File: src/rtl/interp43_pkg.sv
package interp43_pkg;
  localparam int PHASES  = 4;
  localparam int TAPS    = 4;
  localparam int PH_W    = $clog2(PHASES);
  localparam int TAP_W   = $clog2(TAPS);
  localparam int NCOEF   = PHASES * TAPS;
  localparam int CADDR_W = PH_W + TAP_W;

  typedef struct packed {
    logic            clearLine;
    logic            shiftIn;
    logic            swapCoef;
    logic            fire;
    logic            useNew;
    logic            first;
    logic [PH_W-1:0] phase;
  } ctlStrobes_t;
endpackage

File: src/rtl/interp43_ctrl.sv
module interp43_ctrl
  import interp43_pkg::*;
(
  input  logic        clk,
  input  logic        rstN,
  input  logic        lineStart,
  input  logic        activeWin,
  input  logic        basebandEn,
  input  logic        inValid,
  input  logic        coefLoad,
  output ctlStrobes_t ctl
);
  logic [PH_W-1:0] ph;
  logic [PH_W-1:0] phBase;
  logic            pend;
  logic            armed;
  logic            firstFlag;
  logic            accept;

  assign accept = inValid & (activeWin | basebandEn);
  assign phBase = lineStart ? '0 : ph;

  always_comb begin
    ctl.clearLine = lineStart;
    ctl.shiftIn   = accept;
    ctl.swapCoef  = lineStart & armed;
    ctl.fire      = accept | pend;
    ctl.useNew    = accept;
    ctl.first     = accept & (firstFlag | lineStart);
    ctl.phase     = accept ? phBase : ph;
  end

  always_ff @(posedge clk or negedge rstN) begin
    if (!rstN) begin
      ph        <= '0;
      pend      <= 1'b0;
      armed     <= 1'b0;
      firstFlag <= 1'b1;
    end else begin
      armed <= coefLoad | (armed & ~lineStart);
      pend  <= accept & (phBase == PH_W'(PHASES - 1));
      if (accept)         firstFlag <= 1'b0;
      else if (lineStart) firstFlag <= 1'b1;
      if (accept)         ph <= phBase + 1'b1;
      else if (lineStart) ph <= '0;
      else if (pend)      ph <= ph + 1'b1;
    end
  end
endmodule

File: src/rtl/interp43_datapath.sv
module interp43_datapath
  import interp43_pkg::*;
#(
  parameter int DATA_W = 8,
  parameter int COEF_W = 8,
  parameter int FRAC   = 6
) (
  input  logic                     clk,
  input  logic                     rstN,
  input  ctlStrobes_t              ctl,
  input  logic [DATA_W-1:0]        inSample,
  input  logic                     coefWe,
  input  logic [CADDR_W-1:0]       coefAddr,
  input  logic signed [COEF_W-1:0] coefData,
  input  logic [1:0]               peakMode,
  output logic                     outValid,
  output logic [DATA_W-1:0]        outSample
);
  localparam int PROD_W = DATA_W + 1 + COEF_W;
  localparam int ACC_W  = PROD_W + TAP_W;
  localparam int PK_W   = DATA_W + 2;
  localparam int ONE    = 1 << FRAC;
  localparam int HALF   = 1 << (FRAC - 1);

  logic [DATA_W-1:0]        dly    [TAPS];
  logic [DATA_W-1:0]        tapVal [TAPS];
  logic signed [COEF_W-1:0] coefAct[NCOEF];
  logic signed [COEF_W-1:0] coefShd[NCOEF];
  logic signed [PROD_W-1:0] prod   [TAPS];
  logic signed [ACC_W-1:0]  acc;
  logic signed [ACC_W-1:0]  rnd;
  logic                     yValid, yFirst;
  logic [DATA_W-1:0]        y, yPrev;
  logic signed [DATA_W:0]   diff, boost;
  logic signed [PK_W-1:0]   pk;

  function automatic logic [DATA_W-1:0] satAcc(input logic signed [ACC_W-1:0] v);
    if (v[ACC_W-1])                return '0;
    else if (|v[ACC_W-2:DATA_W])   return '1;
    else                           return v[DATA_W-1:0];
  endfunction

  function automatic logic [DATA_W-1:0] satPk(input logic signed [PK_W-1:0] v);
    if (v[PK_W-1])       return '0;
    else if (v[PK_W-2])  return '1;
    else                 return v[DATA_W-1:0];
  endfunction

  // taps seen by the MAC: the incoming sample joins combinationally
  always_comb begin
    for (int t = 0; t < TAPS; t++) tapVal[t] = dly[t];
    if (ctl.useNew) begin
      tapVal[0] = inSample;
      for (int t = 1; t < TAPS; t++) tapVal[t] = ctl.clearLine ? '0 : dly[t-1];
    end
  end

  for (genvar t = 0; t < TAPS; t++) begin : g_tap
    logic [CADDR_W-1:0] cIdx;
    assign cIdx    = {ctl.phase, TAP_W'(t)};
    assign prod[t] = $signed({1'b0, tapVal[t]}) * coefAct[cIdx];
  end

  always_comb begin
    acc = '0;
    for (int t = 0; t < TAPS; t++) acc = acc + ACC_W'(prod[t]);
    rnd = (acc + $signed(ACC_W'(HALF))) >>> FRAC;
  end

  always_ff @(posedge clk or negedge rstN) begin
    if (!rstN) begin
      for (int t = 0; t < TAPS; t++) dly[t] <= '0;
    end else if (ctl.shiftIn) begin
      dly[0] <= inSample;
      for (int t = 1; t < TAPS; t++) dly[t] <= ctl.clearLine ? '0 : dly[t-1];
    end else if (ctl.clearLine) begin
      for (int t = 0; t < TAPS; t++) dly[t] <= '0;
    end
  end

  always_ff @(posedge clk or negedge rstN) begin
    if (!rstN) begin
      for (int i = 0; i < NCOEF; i++) begin
        if (i % TAPS == 0) begin
          coefAct[i] <= COEF_W'(ONE);
          coefShd[i] <= COEF_W'(ONE);
        end else begin
          coefAct[i] <= '0;
          coefShd[i] <= '0;
        end
      end
    end else begin
      if (coefWe) coefShd[coefAddr] <= coefData;
      if (ctl.swapCoef)
        for (int i = 0; i < NCOEF; i++) coefAct[i] <= coefShd[i];
    end
  end

  always_ff @(posedge clk or negedge rstN) begin
    if (!rstN) begin
      yValid <= 1'b0;
      yFirst <= 1'b0;
      y      <= '0;
    end else begin
      yValid <= ctl.fire;
      if (ctl.fire) begin
        y      <= satAcc(rnd);
        yFirst <= ctl.first;
      end
    end
  end

  always_comb begin
    diff = $signed({1'b0, y}) - $signed({1'b0, yPrev});
    if (yFirst)            boost = '0;
    else if (peakMode[1])  boost = diff;
    else if (peakMode[0])  boost = diff >>> 1;
    else                   boost = '0;
    pk = $signed({2'b00, y}) + PK_W'(boost);
  end

  always_ff @(posedge clk or negedge rstN) begin
    if (!rstN) begin
      outValid  <= 1'b0;
      outSample <= '0;
      yPrev     <= '0;
    end else begin
      outValid <= yValid;
      if (yValid) begin
        outSample <= satPk(pk);
        yPrev     <= y;
      end
    end
  end
endmodule

File: src/rtl/interp43_resampler.sv
module interp43_resampler
  import interp43_pkg::*;
#(
  parameter int DATA_W = 8,
  parameter int COEF_W = 8,
  parameter int FRAC   = 6
) (
  input  logic               clk,
  input  logic               rstN,
  input  logic               lineStart,
  input  logic               activeWin,
  input  logic               basebandEn,
  input  logic               inValid,
  input  logic [DATA_W-1:0]  inSample,
  input  logic               coefWe,
  input  logic [CADDR_W-1:0] coefAddr,
  input  logic [COEF_W-1:0]  coefData,
  input  logic               coefLoad,
  input  logic [1:0]         peakMode,
  output logic               outValid,
  output logic [DATA_W-1:0]  outSample
);
  ctlStrobes_t ctl;

  interp43_ctrl u_ctrl (
    .clk        (clk),
    .rstN       (rstN),
    .lineStart  (lineStart),
    .activeWin  (activeWin),
    .basebandEn (basebandEn),
    .inValid    (inValid),
    .coefLoad   (coefLoad),
    .ctl        (ctl)
  );

  interp43_datapath #(
    .DATA_W (DATA_W),
    .COEF_W (COEF_W),
    .FRAC   (FRAC)
  ) u_dp (
    .clk       (clk),
    .rstN      (rstN),
    .ctl       (ctl),
    .inSample  (inSample),
    .coefWe    (coefWe),
    .coefAddr  (coefAddr),
    .coefData  ($signed(coefData)),
    .peakMode  (peakMode),
    .outValid  (outValid),
    .outSample (outSample)
  );
endmodule

File: config.mk
export PLATFORM = sky130hd
export DESIGN_NAME = interp43_resampler
export DESIGN_NICKNAME = d
export VERILOG_FILES = /design/src/rtl/interp43_pkg.sv /design/src/rtl/interp43_ctrl.sv /design/src/rtl/interp43_datapath.sv /design/src/rtl/interp43_resampler.sv
export SDC_FILE = /design/constraint.sdc
export NUM_CORES = 1
export LEC_CHECK = 0
export ABC_AREA = 1
export BUFFER_PORTS_ARGS = -buffer_cell sky130_fd_sc_hd__buf_4
export CORE_UTILIZATION = 35
export DETAILED_ROUTE_END_ITERATION = 16
export GPL_ROUTABILITY_DRIVEN = 0
export GPL_TIMING_DRIVEN = 0
export PLACE_DENSITY = 0.52
export SYNTH_ARGS = -nofsm -noshare
export SYNTH_HDL_FRONTEND = slang
export SYNTH_SLANG_ARGS = --single-unit
File: constraint.sdc
create_clock -name clk -period 13.61 [get_ports clk]
set_input_delay 2.0415 -clock clk [delete_from_list [all_inputs] [get_ports clk]]
set_output_delay 2.0415 -clock clk [all_outputs]
set_load 0.005 [all_outputs]
==> run_results.csv, run 1 <==
group,metric,value,unit
setup_path,worstSetupPathType,"in -> reg",
sta,hold_ws,0.479,ns
grt,grt_max_degree,115,
clock_network,cts_buffers,35,
sta,max_slew.worst_pin.slew,1.07,ns
power_and_ir_drop,p_comb_share,67.0,%
synthesis,synthArstFlopShare,100,%
route,vias,17400,
route,vias_per_cell,4.90,
sta,finalCritPeriodShare,74.8,%
synthesis,synth-seq-cells,320,
synthesis,netlist_area,23500,um2
grt,grt_overflow,0,
synthesis,synth_nets,3020,
clock_network,clk_pin_slew,0.06,ns
power_and_ir_drop,swShare,50.2,%
power_and_ir_drop,power,6910,uW
power_and_ir_drop,p_leak,0.0132,uW
synthesis,yosysSeqAreaShare,34.2,%
sta,fin_setup_tns,0,ns
sta,fmax,0.0982,GHz
synthesis,synth.avg_cell_area,9.05,um2
die,dieHeight,261,um
place,numPortBuffers,35,
setup_path,cp_common_cell,"fa_1",
clock_network,clockBufferDepth,3,
sta,fin_crit,10.19,ns
finish,drive_gt1_share,9.24,%
grt,antenna_found_initial,0,
synthesis,synth_ff_type,"dfrtp_1",
setup_path,cp_data_required_time,14.05,ns
sta,setup_viol,0,
grt,grt_pass1_vias,18300,
route,first_iter_violations,1061,
grt,grt_util_all_layers,20.2,%
route,final_antenna_net_count,0,
clock_network,post_cts.repair.setup_buffers,0,
route,totalWireLength,66200,um
die,rows,94,
setup_path,cp-start-kind,"primary input",
setup_path,reg2reg_depth,35,
place,dp_hpwl,53400,um
setup_path,crit_fanout,10,
route,drt_first_pass_iters,11,
die,dieWidth,261,um
setup_path,critPathCaptureType,"flip-flop",
job,timing.max_cap.violations,0,
clock_network,cts.sinks,320,
sta,rsz0062_at_grt,"no",
clock_network,cts-root-buf,"clkbuf_16",
clock_network,clk_latency,0.55,ns
status,status,"finished, violations left",
power_and_ir_drop,ir_drop,0.000417,V
power_and_ir_drop,p_int,3440,uW
die,pin_count,39,
place,dpl_worst_slack,2.94,ns
die,core_area,66100,um2
sta,layout_setup_ws,3.42,ns
status,violations,"DRC",
setup_path,arrival,10.62,ns
route,drc,1,
power_and_ir_drop,powerDensity,265,nW/um2
finish,design_area,26100,um2
hold_path,min-delay-path-class,"reg -> reg",
hold_path,min_path_cells,2,
synthesis,yosysUniqueCellTypes,49,
sta,relSlewSlack,27.6,%
die,start_util,35.5,%
power_and_ir_drop,clock_power_share,14.1,%
clock_network,cts_resized,0,
sta,clock-skew-final,0.0246,ns
synthesis,syn_inst,2595,
sta,maxSlewViolCount,0,
power_and_ir_drop,p_seq_share,19.0,%
grt,grt_pass1_wl,104000,um
clock_network,ctsHtreeMaxLevel,2,
clock_network,cts_tree,"done",
synthesis,synth_edf_count,0,
setup_path,critPathSlowestCell,"fa_1",
synthesis,yosys_warnings,0,
finish,syn_to_final_growth,11.1,%
sta,hold_viol,0,
clock_network,cts_hold_buf,0,
route,wl_per_cell,18.6,um
finish,nets,3095,
die,die_area,68100,um2
power_and_ir_drop,netSwitchingPower,3460,uW
finish,antenna_cells,0,
finish,n_fill_cell,6748,
setup_path,critPathMaxStageDelay,0.56,ns
place,place_area,24900,um2
[final cells by class]
cell class	count	area [um2]	share of cell area, %
multi-input combinational	1672	13200	50.5
sequential	320	8020	30.7
inverter	524	1970	7.55
tap	864	1080	4.14
clock buffer	50	1010	3.88
timing repair buffer	38	353	1.35
buffer	79	320	1.23
clock inverter	11	160	0.614
[kinds of logic after synthesis]
| group | synth area share (%) |
|---|---|
| compound gates | 7.15 |
| flops | 34.2 |
| simple gates | 14.9 |
| buf+inv | 9.75 |
| fa+ha+maj | 28.5 |
| mux | 4.60 |
| xor+xnor | 0.885 |
[through the flow]
| stage | instances | util [%] |
|---|---|---|
| 3_3_place_gp | 3494 | 37.6 |
| 3_5_place_dp | 3497 | 37.7 |
| 2_1_floorplan | 2595 | - |
| 4_1_cts | 3558 | 39.5 |
| 6_report | 3558 | 39.5 |
| 5_1_grt | 3558 | 39.5 |
[final timing paths]
check	startpoint	slack (ns)	endpoint
setup / recovery	activeWin	3.42	u_dp.y[1]
hold / removal	u_dp.outSample[0]	0.48	u_dp.outSample[0]
setup reg to reg	u_ctrl.ph[0]	4.66	u_dp.y[1]
hold reg to reg	u_dp.outSample[0]	0.48	u_dp.outSample[0]
max in group asynchronous	rstN	10.92	u_dp.coefAct[62]
min in group asynchronous	rstN	1.33	u_dp.outSample[5]
[power groups by stage]
stage / Sequential [uW] / Clock, uW / Combinational, uW
finish: 1310 / 972 / 4630
global route: 1330 / 1030 / 5210
floorplan: 1280 / 0 / 3370
global placement: 1320 / 0 / 4480
detailed placement: 1330 / 0 / 4600
CTS: 1310 / 995 / 4620
[cell usage in the layout, fill, tap and decap left out, types with 35 or more instances in the layout]
master / count
nand3_1: 81
o22ai_1: 53
inv_1: 514
nor2_1: 206
clkbuf_1: 67
nand2_1: 515
mux2_2: 96
o21ai_0: 189
dfrtp_1: 311
fa_1: 234
ha_1: 161
clkbuf_16: 35
a21oi_1: 40
[critical path: cells and delay by family]
| family | cells | cell delay, ns |
|---|---|---|
| AO/OA/AOI/OAI | 3 | 0.80 |
| adder cells (fa/ha/maj) | 9 | 4.32 |
| buffers and inverters | 10 | 1.51 |
| AND/OR/NAND/NOR | 14 | 1.92 |
[synth_stat cells, drive strengths merged (40+ instances only)]
| cell type | count | share of area [%] |
|---|---|---|
| dfrtp | 311 | 33 |
| nand2 | 533 | 8.9 |
| fa | 234 | 20 |
| nor2 | 210 | 3.5 |
| inv | 522 | 8.4 |
| mux2 | 96 | 4.6 |
| a21oi | 40 | 0.85 |
| clkbuf | 60 | 0.96 |
| ha | 161 | 8.6 |
| nand3 | 87 | 2.0 |
| o22ai | 53 | 1.4 |
| o21ai | 200 | 4.3 |
[sequential cells by signal, indices dropped and copies added, names as in the netlist, 2 cells and up]
signal          flops
u_ctrl.ph           2
u_dp.y              8
u_dp.coefAct      128
u_dp.coefShd      128
u_dp.dly           32
u_dp.outSample      8
u_dp.yPrev          8
[metal layers]
metal,track usage [%],part of all wire [%],vias to the layer above
met5,0,0,-
met4,5.25,2.3,0
met3,2.35,3.9,78
met2,36.0,51,367
met1,25.8,43,8824
li1,-,-,8153
(Power assumes the default switching activity.)
==> run 2: changes to the inputs <==
- ABC_AREA: 1 -> 0
- PLACE_DENSITY: 0.52 -> 0.54
- clock period: 13.61 -> 9.15 ns (I/O delays scaled with it)
==> run 2 against run 1 <==
Compared with the run above:
- the run now ends clean
- clock skew decreased by 0.0044 ns
- flip-flop and latch count unchanged
- synthesized cell count decreased by 16%
- core utilization increased by 0.88 points
- routed wire length decreased by 2.8%
==> run_results.csv, run 2 <==
group,metric,value,unit
synthesis,netlist_area,23800,um2
synthesis,yosysMostFrequentCell,"inv_1",
die,rows,95,
finish,design_area,27100,um2
setup_path,critPathCaptureType,"flip-flop",
die,dieWidth,263,um
setup_path,crit_buf_inv,9,
grt,grt_pass1_vias,16900,
sta,maxSlewViolCount,0,
grt,grt_max_degree,89,
job,timing.max_cap.violations,0,
grt,grt_util_all_layers,18.9,%
finish,n_fill_cell,6524,
setup_path,crit_fanout,10,
clock_network,clk_latency,0.56,ns
sta,fin_crit,8.88,ns
synthesis,yosysTopAreaCell,"dfrtp_1",
sta,finalCritPeriodShare,97.0,%
place,dp_hpwl,50500,um
route,final_antenna_net_count,0,
sta,layout_setup_ws,0.271,ns
clock_network,ctsHtreeMaxLevel,2,
die,pin_count,39,
finish,multiInputGateArea,14600,um2
setup_path,worstSetupPathType,"in -> reg",
hold_path,min-delay-path-class,"reg -> reg",
synthesis,ys_top_cells_by_count,"inv_1 (357), dfrtp_1 (311), mux2_2 (285)",
synthesis,synth-seq-cells,320,
die,dieHeight,263,um
route,drt_first_pass_iters,5,
grt,grt_overflow,0,
sta,hold_viol,0,
setup_path,critPathSlowestCell,"fa_1",
finish,seq_area,8020,um2
route,wl_per_cell,20.2,um
synthesis,yosysSeqAreaShare,33.7,%
place,place_area,25300,um2
clock_network,clk_pin_slew,0.06,ns
setup_path,cp_common_cell,"fa_1",
synthesis,synthArstFlopShare,100,%
setup_path,critPathMaxStageDelay,0.60,ns
finish,antenna_cells,0,
setup_path,cpLargestDelayFamily,"adder cells",
place,numPortBuffers,38,
synthesis,synthTopCellsByArea,"dfrtp_1 (33%), fa_1 (20%), mux2_2 (13%)",
clock_network,cts_buffers,37,
setup_path,arrival,9.34,ns
grt,grt_pass1_wl,99600,um
sta,max_slew.worst_pin.slew,1.37,ns
setup_path,cp-start-kind,"primary input",
finish,syn_to_final_growth,14.0,%
clock_network,clockBufferDepth,3,
synthesis,synth_nets,2613,
route,vias,15900,
sta,relSlewSlack,8.61,%
clock_network,cts_hold_buf,0,
finish,layout_common_cells,"inv_1 (356), dfrtp_1 (311), mux2_2 (278)",
route,vias_per_cell,4.99,
place,dpl_worst_slack,-1.90,ns
status,status,"finished, final reports clean",
die,start_util,35.4,%
die,die_area,69100,um2
synthesis,yosys_warnings,0,
route,first_iter_violations,909,
route,drc,0,
sta,fmax,0.113,GHz
grt,antenna_found_initial,1,
synthesis,synth_ff_type,"dfrtp_1",
synthesis,synth.avg_cell_area,10.9,um2
finish,nets,2705,
finish,reg_top3,"u_dp.coefAct (128), u_dp.coefShd (128), u_dp.dly (32)",
clock_network,cts_tree,"done",
finish,layout_commonest_cell,"inv_1",
setup_path,cp_data_required_time,9.61,ns
clock_network,cts-root-buf,"clkbuf_16",
sta,clock-skew-final,0.0202,ns
synthesis,synth_edf_count,0,
route,totalWireLength,64300,um
synthesis,yosysUniqueCellTypes,61,
synthesis,syn_inst,2188,
synthesis,synth_top_area_share,32.7,%
die,core_area,67300,um2
finish,drive_gt1_share,21.8,%
sta,setup_viol,0,
clock_network,cts.sinks,320,
## run 2: cell count changes after synthesis, sizes merged, moves of 19 or more
cell,delta
nand2,-377
mux2,+190
inv,-164
o21ai,-164
nand3,-66
mux2i,+65
o22ai,-44
nand2b,+39
and2,+22
nor2b,+19
## run 2: per-layer routing
layer,share of wire (%),routed length (um),GRT usage (%)
met1,46,29800,26.1
met2,47,30400,31.3
met3,3.7,2390,2.23
met4,2.7,1760,5.29
met5,0,0,0
## run 2: logic make-up after synthesis
logic type | share of synthesized area [%]
AOI/OAI and AO/OA | 5.08
xor gates and xnor gates | 0.956
adders and majority gates | 28.1
buffers and inverters | 6.67
DFF | 33.7
muxes | 16.3
and+or+nand+nor | 9.22
## run 2: path summary, 6_finish.rpt
path	from	endpoint	slack, ns	depth (start not counted)
min reg2reg	u_dp.yValid	u_dp.outValid	0.38	0
min	u_dp.yValid	u_dp.outValid	0.38	0
min in group asynchronous	rstN	u_dp.coefShd[26]	0.79	1
max	activeWin	u_dp.y[0]	0.27	29
max reg2reg	u_ctrl.ph[1]	u_dp.y[1]	0.47	27
max in group asynchronous	rstN	u_dp.dly[13]	6.71	4
## run 2: repair_timing
| action | 4_1_cts | 5_1_grt |
|---|---|---|
| setup endpoints to repair | 8 | 8 |
| setup buffers | 7 | 6 |
| pin swaps | 3 | 7 |
| gates cloned | 0 | 0 |
| resized for setup | 77 | 47 |
## run 2: metrics by stage
| step | cells | hold slack, ns | TNS (ns) | util (%) |
|---|---|---|---|---|
| 6_report | 3180 | 0.376 | 0 | 40.3 |
| 5_1_grt | 3180 | 0.388 | -0.0277 | 40.3 |
| 4_1_cts | 3174 | 0.381 | 0 | 39.9 |
| 3_5_place_dp | 3102 | 0.367 | -14.98 | 37.6 |
| 3_3_place_gp | 3099 | 0.359 | -14.75 | 37.4 |
| 2_1_floorplan | 2188 | 0.352 | 0 | - |
## run 2: layout make-up
cell class              instances  share of cell area [%]
inverters                     359                    4.98
multi-input cells            1448                    53.8
plain buffers                  60                    1.29
repair buffers                 54                    1.79
well taps                     873                    4.02
clock buffers                  55                    4.11
flip-flops and latches        320                    29.5
clock inverters                11                   0.438
Power of run 2 is left out: the tool's default activity adds up to more than one toggle a clock period on the data nets, which glitch-free logic cannot reach.
==> run 3: changes to the inputs <==
- PLACE_DENSITY: 0.54 -> 0.51
- REMOVE_ABC_BUFFERS: not set -> 1
==> run 3 against run 2 <==
Compared with the run above:
- critical path depth decreased by 3
- highest routed layer unchanged
- routed wire length decreased by 7.1%
- die area unchanged
- non-clock buffer count decreased by 48
- global-route usage decreased by 1.4 points
- cell count decreased by 1.4%
- design area decreased by 0.81%
- via count decreased by 2.4%
==> run_results.csv, run 3 (synthesis results as in run 2) <==
group,metric,value,unit
sta,maxSlewViolCount,0,
setup_path,arrival,9.33,ns
finish,layout_commonest_cell,"inv_1",
setup_path,r2r_slack,0.60,ns
sta,fmax,0.112,GHz
sta,rsz0062_at_grt,"yes",
die,die_area,69100,um2
setup_path,cpLargestDelayFamily,"adder cells",
setup_path,startpoint,"basebandEn",
sta,fin_crit,8.89,ns
setup_path,critPathCapture,"u_dp.y[1]",
setup_path,critPathSlowestCell,"mux2i_1",
clock_network,cts-root-buf,"clkbuf_16",
setup_path,reg2reg_depth,27,
setup_path,cp-start-kind,"primary input",
hold_path,min-delay-path-class,"reg -> reg",
clock_network,cts_buffers,39,
grt,grt_max_degree,119,
finish,syn_to_final_growth,13.1,%
grt,grt_overflow,0,
setup_path,crit_cells,26,
die,core_area,67300,um2
finish,fin_util,40.0,%
setup_path,r2r-end,"u_dp.y[1]",
route,totalWireLength,59700,um
finish,antenna_cells,0,
die,pin_count,39,
place,numPortBuffers,38,
grt,grt_util_all_layers,17.5,%
die,dieHeight,263,um
route,vias,15500,
route,drt_first_pass_iters,5,
clock_network,ctsHtreeMaxLevel,2,
hold_path,worstHoldStart,"u_dp.coefShd[85]",
sta,max_slew.worst_pin.slew,1.21,ns
clock_network,cts_tree,"done",
clock_network,clockBufferDepth,3,
sta,relSlewSlack,19.4,%
grt,grt_pass1_vias,16400,
setup_path,r2r-start,"u_ctrl.ph[1]",
clock_network,clk_latency,0.56,ns
die,start_util,35.4,%
grt,grt_pass1_wl,93800,um
sta,hold_viol,0,
sta,setup_viol,0,
grt,antenna_found_initial,0,
finish,drive_gt1_share,21.9,%
route,drc,0,
setup_path,cp_common_cell,"fa_1",
sta,finalCritPeriodShare,97.2,%
setup_path,crit_buf_inv,6,
clock_network,clk_pin_slew,0.06,ns
finish,reg_top3,"u_dp.coefAct (128), u_dp.coefShd (128), u_dp.dly (32)",
setup_path,critPathMaxStageDelay,0.90,ns
route,first_iter_violations,778,
place,dp_hpwl,45600,um
die,rows,95,
setup_path,crit_fanout,22,
route,final_antenna_net_count,0,
finish,n_fill_cell,6587,
status,status,"finished, final reports clean",
route,wl_per_cell,19.1,um
clock_network,cts_hold_buf,0,
setup_path,worstSetupPathType,"in -> reg",
finish,nets,2660,
setup_path,critPathCaptureType,"flip-flop",
setup_path,cp_data_required_time,9.59,ns
sta,clock-skew-final,0.0106,ns
finish,layout_common_cells,"inv_1 (356), dfrtp_1 (310), mux2_2 (279)",
job,timing.max_cap.violations,0,
clock_network,cts.sinks,320,
route,vias_per_cell,4.94,
die,dieWidth,263,um
run 3: cell count changes in the layout (fill, tap and decap cells not counted), moves of 4 or more:
cell      previous run  this run
mux2i_2              5        10
clkbuf_1            49        10
o21ai_4              6         2
mux2i_4             11         6
run 3: per-stage QoR:
step	setup TNS (ns)	instances	hold WS (ns)	instance area, um2	setup slack [ns]
3_5_place_dp	-15.68	3050	0.488	25200	-1.98
2_1_floorplan	-4.09	2127	0.453	23600	-0.521
5_1_grt	-0.0125	3135	0.513	26900	-0.0125
3_3_place_gp	-33.30	3038	0.464	25000	-4.19
4_1_cts	0	3121	0.492	26600	0.00317
6_report	0	3135	0.499	26900	0.259
run 3: repair_timing:
action	CTS	global route
hold endpoints to repair	0	0
setup endpoints to repair	8	8
pin swaps	2	3
gates cloned	0	2
buffers inserted	3	12
gates resized for setup	26	41
run 3: worst reg2reg max path: stages, from the launching register on:
cell and delay [ns]:
dfrtp_2 0.82, buf_12 0.30, nand2_8 0.18, buf_16 0.19, mux2i_1 0.15, mux2_4 0.35
nand2b_1 0.21, fa_1 0.54, fa_1 0.55, fa_1 0.55, inv_1 0.05, fa_1 0.48
fa_1 0.58, fa_1 0.44, fa_1 0.49, inv_1 0.05, fa_1 0.48, inv_1 0.07
ha_4 0.25, a21o_1 0.18, a21oi_1 0.22, a21oi_1 0.12, a21o_1 0.24, a41oi_1 0.26
xnor2_1 0.20, nor4_4 0.07, buf_4 0.19, a221oi_1 0.26
run 3: worst min-delay path by stage:
stage	slack, ns	depth (start not counted)	endpoint
after floorplan	0.45	1	u_ctrl.armed
after global placement	0.46	1	u_ctrl.armed
after detailed placement	0.49	1	u_dp.coefAct[4]
after CTS	0.49	1	u_dp.coefAct[65]
after global routing	0.51	1	u_dp.coefAct[2]
final	0.50	1	u_dp.coefAct[85]
run 3: per-layer routing:
layer | part of all wire [%] | track usage, % | wire length [um]
met1 | 46 | 24.0 | 27600
met2 | 48 | 29.1 | 28700
met3 | 3.4 | 2.22 | 2040
met4 | 2.4 | 4.93 | 1410
met5 | 0 | 0 | 0
run 3: layout make-up:
class,instances,area (um2),area share (%)
multi-input cells,1449,14500,54.0
flip-flops and latches,320,8020,29.8
inverters,359,1350,5.01
clock buffers,58,1150,4.27
well taps,873,1090,4.06
repair buffers,66,702,2.61
clock inverters,10,80.1,0.297
Power of run 3 is left out for the same reason.
